--- config.mk ---
export PLATFORM = sky130hd
export DESIGN_NAME = irq_vector_unit
export DESIGN_NICKNAME = d
export VERILOG_FILES = /design/src/rtl/irq_vector_unit.sv
export SDC_FILE = /design/constraint.sdc
export NUM_CORES = 1
export LEC_CHECK = 0
export BUFFER_PORTS_ARGS = -buffer_cell sky130_fd_sc_hd__buf_4
export CORE_MARGIN = 10
export CORE_UTILIZATION = 46
export CTS_CLUSTER_SIZE = 10
export DETAILED_ROUTE_END_ITERATION = 6
export GPL_TIMING_DRIVEN = 0
export PLACE_DENSITY = 0.74
export SLEW_MARGIN = 20
export SYNTH_ARGS = -nofsm -noshare
export SYNTH_HDL_FRONTEND = slang
export SYNTH_SLANG_ARGS = --single-unit
--- constraint.sdc ---
create_clock -name clk -period 6.7 [get_ports clk]
set_clock_uncertainty 0.15 [all_clocks]
set_input_delay 0.67 -clock clk [delete_from_list [all_inputs] [get_ports clk]]
set_output_delay 0.67 -clock clk [all_outputs]
set_load 0.01 [all_outputs]
--- src/rtl/irq_vector_unit.sv ---
module irq_vector_unit #(
  parameter int NSRC      = 6,
  parameter int VEC_BYTES = 2,
  parameter int AW        = 16
) (
  input  logic            clk,
  input  logic            rst_n,
  input  logic [NSRC-1:0] src_trig,
  input  logic            reg_wr,
  input  logic [1:0]      reg_sel,
  input  logic [7:0]      reg_wdata,
  output logic [7:0]      reg_rdata,
  input  logic            irq_ack,
  input  logic            irq_ret,
  output logic            irq_pending,
  output logic [2:0]      irq_src,
  output logic [AW-1:0]   vec_addr_hi,
  output logic [AW-1:0]   vec_addr_lo,
  output logic [AW-1:0]   reset_pc
);
  localparam int GEN = 7;
  localparam logic [AW-1:0] START = AW'(VEC_BYTES * NSRC);

  logic [NSRC-1:0] req_q, live, clr;
  logic [7:0]      mask_q;
  logic [2:0]      prio_q;
  logic            take;

  function automatic int slot(input logic [2:0] code, input int pos);
    if (int'(code) < NSRC) return (int'(code) + pos) % NSRC;
    return NSRC - 1 - pos;
  endfunction

  assign live        = req_q & mask_q[NSRC-1:0];
  assign irq_pending = mask_q[GEN] & (|live);
  assign take        = irq_ack & irq_pending;
  assign clr         = take ? (NSRC'(1) << irq_src) : '0;
  assign reset_pc    = START;
  assign vec_addr_hi = AW'(irq_src) * AW'(VEC_BYTES);
  assign vec_addr_lo = vec_addr_hi + AW'(1);

  always_comb begin
    irq_src = '0;
    for (int p = NSRC - 1; p >= 0; p--)
      if (live[slot(prio_q, p)]) irq_src = 3'(slot(prio_q, p));
  end

  always_comb begin
    case (reg_sel)
      2'd0:    reg_rdata = 8'(req_q);
      2'd1:    reg_rdata = mask_q;
      2'd2:    reg_rdata = {5'b0, prio_q};
      default: reg_rdata = '0;
    endcase
  end

  always_ff @(posedge clk) begin
    if (!rst_n) begin
      req_q  <= '0;
      mask_q <= '0;
      prio_q <= '0;
    end else begin
      req_q <= (((reg_wr && reg_sel == 2'd0) ? reg_wdata[NSRC-1:0] : req_q) & ~clr) | src_trig;
      if (reg_wr && reg_sel == 2'd1) mask_q <= reg_wdata;
      if (take)         mask_q[GEN] <= 1'b0;
      else if (irq_ret) mask_q[GEN] <= 1'b1;
      if (reg_wr && reg_sel == 2'd2) prio_q <= reg_wdata[2:0];
    end
  end

  p_trig_latches_r2: assert property (@(posedge clk) disable iff (!rst_n)
    (src_trig != '0) |=> ((req_q & $past(src_trig)) == $past(src_trig)));

  p_pending_needs_enable_r3: assert property (@(posedge clk) disable iff (!rst_n)
    irq_pending |-> mask_q[GEN]);

  p_ack_drops_enable_r5: assert property (@(posedge clk) disable iff (!rst_n)
    (irq_ack && irq_pending) |=> !mask_q[GEN]);

  p_ret_raises_enable_r6: assert property (@(posedge clk) disable iff (!rst_n)
    (irq_ret && !irq_ack) |=> mask_q[GEN]);

  p_vec_pair_r8: assert property (@(posedge clk) disable iff (!rst_n)
    vec_addr_lo == vec_addr_hi + AW'(1));

  p_winner_live_r4: assert property (@(posedge clk) disable iff (!rst_n)
    irq_pending |-> live[irq_src]);
endmodule

**Yosys cells after proc, flatten, opt, wreduce, memory -nomap -nowiden**

Cells that the tools add are included.

- Output and inout bits: 60
- Register bits: 17
- Logic and storage cells: 94
- Input bits: 21

- Eq/ne operators: 2
- Add/sub/neg operators: 6
- Bitwise logic cells: 7
- Multiplexer cells: 54
- Shift operators: 1
- Divide/modulo/power cells: 6
- Order comparisons: 7
- Reductions and logical operators: 7

Operators with widths:

| kind | count |
|---|---|
| $mux 32 | 12 |
| $lt 32x5->1 const B | 6 |
| $mod 32x4->32 const B | 5 |
| $mux 3 | 12 |
| $mod 4x4->32 const B | 1 |
| $pmux 8 s3 | 1 |
| $mux 1 | 20 |
| $bmux 1 s3 | 6 |
| $and 6x6->6 | 2 |
| $mux 6 | 2 |
| $add 3x2->4 const B | 2 |
| $add 3x3->4 const B | 2 |
| $mux 8 | 1 |
| $not 6->6 | 1 |
| $or 6x6->6 | 1 |
| $reduce_or 6->1 | 1 |
| $shl 1x3->6 const A | 1 |
| $add 4x1->5 const B | 1 |
| $add 3x1->4 const B | 1 |
| $logic_and 1x1->1 | 3 |
| $lt 3x3->1 const B | 1 |
| $and 1x1->1 | 2 |
| $eq 2x1->1 const B | 1 |
| $eq 2x2->1 const B | 1 |
| other kinds (4) | 4 |

**Depth between registers and ports, before layout**

- Depth after elaboration: 20
- Gate-level depth with buffers: 15
- Mapped depth without buffers: 13

**Least setup slack after synthesis**

No wires, ideal clock.

- Kind: register to output
- From: reg prio_q[2]
- To: out vec_addr_hi[1]
- Arrival time: 3,064 ps
- Data required time: 5,880 ps
- Path buffers: 2
- Path slack: 2,816 ps
- Stages on the path, launching flop included: 14
- Path through: dfxtp_1 > buf_6 > inv_1 > ha_1 > a21oi_1 > inv_1 > ha_1 > nor2b_1 > a211o_1 > a21oi_1 > mux2_1 > o311a_1 > a211oi_4 > buf_4

- Longest elaborated chain between the ends: 13
- Elaborated cells on any way between the ends: 61
- Those cells by class: 5 x add/sub; 6 x div; 1 x order compare; 49 x mux

RTL lines:

| what | RTL line | RTL |
|---|---|---|
| start, declared | 26 | `logic [2:0] prio_q;` |
| start signal, assigned | 67 | `if (reg_wr && reg_sel == 2'd2) prio_q <= reg_wdata[2:0];` |
| $add 3x3->4 | 30 | `if (int'(code) < NSRC) return (int'(code) + pos) % NSRC;` |
| $mod 32x4->32 | 30 |  |
| $mux 32 | 30 |  |
| $mux 32 | 31 | `return NSRC - 1 - pos;` |
| $bmux 1 s3 | 45 | `if (live[slot(prio_q, p)]) irq_src = 3'(slot(prio_q, p));` |
| $mux 1 (not written as such) (2 in series) | 45 |  |
| $mux 3 (5 in series) | 45 |  |
| $mux 3 * | 45 |  |
| end, declared | 17 | `output logic [AW-1:0] vec_addr_hi,` |

Mark *: on every way between the ends. The rest lies on a longest branch, timed or not. The select of a mux whose other input is x is not followed.

**Worst setup path after layout**

- From: reg prio_q[2]
- To: out vec_addr_lo[1]

- Longest elaborated chain between the ends: 14
- Elaborated cells on any way between the ends: 62
- Those cells by class: 6 x add/sub; 6 x div; 1 x order compare; 49 x mux

RTL lines:

| what | RTL line | RTL |
|---|---|---|
| $add 3x3->4 | 30 |  |
| $mod 32x4->32 | 30 |  |
| $mux 32 | 30 |  |
| $mux 32 | 31 |  |
| $bmux 1 s3 | 45 |  |
| $mux 1 (not written as such) (2 in series) | 45 |  |
| $mux 3 (5 in series) | 45 |  |
| $mux 3 * | 45 |  |
| $add 4x1->5 * | 40 | `assign vec_addr_lo = vec_addr_hi + AW'(1);` |
| end, declared | 18 | `output logic [AW-1:0] vec_addr_lo,` |

Marks and branches as above.

==> summary.md <==
| Metric | Value |
|---|---|
| Clock network power share | a little over a quarter |
| Final Core Density | around 60% |
| Worst Hold Class | flop to flop |
| Synth top cells by count | buf_4, nand2_1, dfxtp_1, nand3_1, nor2_1 |
| Initial antenna violation count | 0 |
| Initial Utilization | 47.4% |
| CP endpoint kind | primary output |
| PD cells | 105 nW/µm² |
| RePlAce Congestion | between 0.9 and 1 |
| Period utilization | ~70% |
| CP delay by family, top | compound AO/OA/AOI/OAI gates |
| N_diodes | 0 |
| Seq/Total Area, Yosys | around 14% |
| Syn Area/Cell | between 7 and 8 µm² |
| Hold Vio Cnt, Final | 0 |
| Slew Viols, Final | 0 |
| Post-synth ARST share | 0% |
| Layout cells sized above 1 | between 30 and 40% |
| CP Cell Sequence | buf_6 -> inv_1 -> ha_1 -> a21oi_1 -> inv_1 -> ha_1 -> nand3b_1 -> a32oi_1 -> a21oi_1 -> mux2_1 -> o311a_1 -> a211oi_4 -> buf_4 -> buf_4 |
| Vias | roughly 2300 |
| Worst-margin pin slew | 1.04 ns |
| VDD IR-drop max | 0.148 mV |
| Clock Sinks | 17 |
| H-tree lvl count | 1 |
| Area after DPL | 2950 µm² |
| Yosys reg bits | 17 |
| Remaining Overflow, GRT | 0 |
| Vias per cell | between 4 and 5 |
| Die X | about 93 µm |
| Highest Clock Rate | 213 MHz |
| Combinational power share | 37.9% |
| Post-cts resize count | 0 |
| Sequential share of power | roughly 36% |
| Arrival @ worst endpoint | 3.87 ns |
| EDFF count, synth | 0 |
| Clock root buffer | clkbuf_8 |
| Post-synth top area cell | buf_4 |
| Crit-path max cell delay | ~0.5 ns |
| Die extent in y | approximately 93 µm |
| GRT Total Usage | 14.7% |
| Switching Power | between 0.0001 and 0.00015 W |
| Post-CTS setup buffers | 0 |
| Fin crit period | about 4.7 ns |
| RSZ-0062 raised after global routing | no |
| CP max stage cell | a211oi_4 |
| ANT nets after route | 0 |
| Internal | just over 0.0002 W |
| Library cells used by synthesis | 69 |
| Worst-path clk slew | around 0.08 ns |
| I/O Pins | between 80 and 90 |
| Die area | between 8000 and 9000 µm² |
| Detailed Route WL | ~6300 µm |
| Hold-fix buffers, CTS | 0 |
| TritonCTS clock tree | built |
| Global-route wire length before repair | between 10000 and 15000 µm |
| Design area | 3000 µm² |
| Sw frac | approximately 34% |
| Startpoint types | flop |
| Nets | approximately 420 |
| Area contributors post-synth | buf_4, dfxtp_1, ha_1 |
| Pre-CTS WS | 2.32 ns |
| YS warnings | 0 |
| Final worst slack | approximately 2 ns |
| Post-Syn Area | roughly 2400 µm² |
| Outcome | complete, no violations |
| CP required | about 5.9 ns |
| DRC | 0 |
| CTS Buf Count | 3 |
| Initial DRC Count | 149 |
| Synth top area share | 15.4% |
| Crit path kind | flop to primary output |
| Worst hold margin | around 0.32 ns |
| Rows | 26 |
| Port Buffer Count | 36 |
| Clock Tree Buf Depth | 2 |
| Dpl hpwl | slightly above 5000 µm |
| Leak | around 1.4 nW |
| Worst Path Max Fanout | 10 |
| Fin Setup TNS | 0 ns |
| Worst slew margin | a little under a third |
| Count leader, synth | buf_4 |
| Initial DRT Pass Iterations | 4 |
| Vias in the first global route | roughly 2400 |
| WL per Instance | around 14 µm |
| Worst Path Buf+Inv | 5 |
| Core Area | approximately 5100 µm² |
| Largest net degree at the start of global routing | 12 |
| Area grow syn2layout | 22.8% |
| Max-cap violations | 0 |
| Synthesized instance count | 308 |
| Most used DFF post-synth | dfxtp_1 |
| Setup Viol. Count Final | 0 |
| Worst-Skew Late Latency | roughly 0.27 ns |
## sequential cells by signal, indices dropped and copies added, names as in the netlist
name / count
req_q: 6
mask_q: 8
prio_q: 3
## power groups by stage
| stage | registers (W) | logic [W] | clock network (W) |
|---|---|---|---|
| finish | 0.000111 | 0.000119 | 0.0000832 |
| global route | 0.000112 | 0.000132 | 0.0000873 |
| CTS | 0.000111 | 0.000117 | 0.0000842 |
| detailed placement | 0.000114 | 0.000117 | 0 |
| global placement | 0.000113 | 0.000115 | 0 |
| floorplan | 0.000112 | 0.0000867 | 0 |
## final timing paths
kind	from	end	slack, ns	cells after the start
max	prio_q[2]	vec_addr_lo[1]	2.01	14
min	mask_q[6]	mask_q[6]	0.32	2
max reg2reg	prio_q[2]	req_q[3]	2.82	14
min reg2reg	mask_q[6]	mask_q[6]	0.32	2
## per-layer routing
metal	routed length [µm]	GRT usage (%)
met4	73	2.96
met5	0	0
met1	2770	17.1
met3	563	5.65
met2	2890	25.1
## layout by cell type (no fill, tap or decap), types with 3 or more instances in the layout
master,n
buf_4,86
conb_1,42
nand2_1,28
nand3_1,17
dfxtp_1,17
nor2_1,16
inv_1,13
o21ai_0,12
ha_1,12
mux2i_1,11
a21oi_1,10
a21boi_0,10
mux2_2,8
a31oi_1,8
clkbuf_1,7
nor2b_1,5
nor3_1,5
nand2b_1,4
a211o_1,4
buf_6,3
and2_1,3
or3_1,3
a21o_1,3
clkbuf_8,3
## through the flow
stage	total power, W	instances
3_5_place_dp	0.000230	454
2_1_floorplan	0.000199	348
5_1_grt	0.000331	458
6_report	0.000313	458
4_1_cts	0.000313	458
3_3_place_gp	0.000229	454
## layout make-up
class / instances / area, µm²
repair buffers: 36 / 270
fillers: 495 / 2140
flip-flops and latches: 17 / 340
well taps: 70 / 87.6
multi-input cells: 255 / 1750
plain buffers: 61 / 440
clock buffers: 3 / 41.3
inverters: 15 / 56.3
clock inverters: 1 / 7.51
## worst register-to-register path: cells and delay by family, from the launching register on
family	cells	cell delay [ns]
AO/OA/AOI/OAI	7	1.84
adder cells (fa/ha/maj)	2	0.50
flip-flops	1	0.42
buffers and inverters	3	0.36
multiplexers	1	0.32
AND/OR/NAND/NOR	1	0.19
## logic make-up after synthesis
| logic type | share of synthesized area (%) |
|---|---|
| AND/OR/NAND/NOR | 22.7 |
| buffers and inverters | 20.4 |
| AO/OA/AOI/OAI | 23.7 |
| multiplexers | 11.1 |
| flip-flops | 14.0 |
| adder cells (fa/ha/maj) | 6.16 |
| XOR/XNOR | 1.69 |
| other | 0.308 |
No activity file was read; power rests on OpenSTA's default activity.
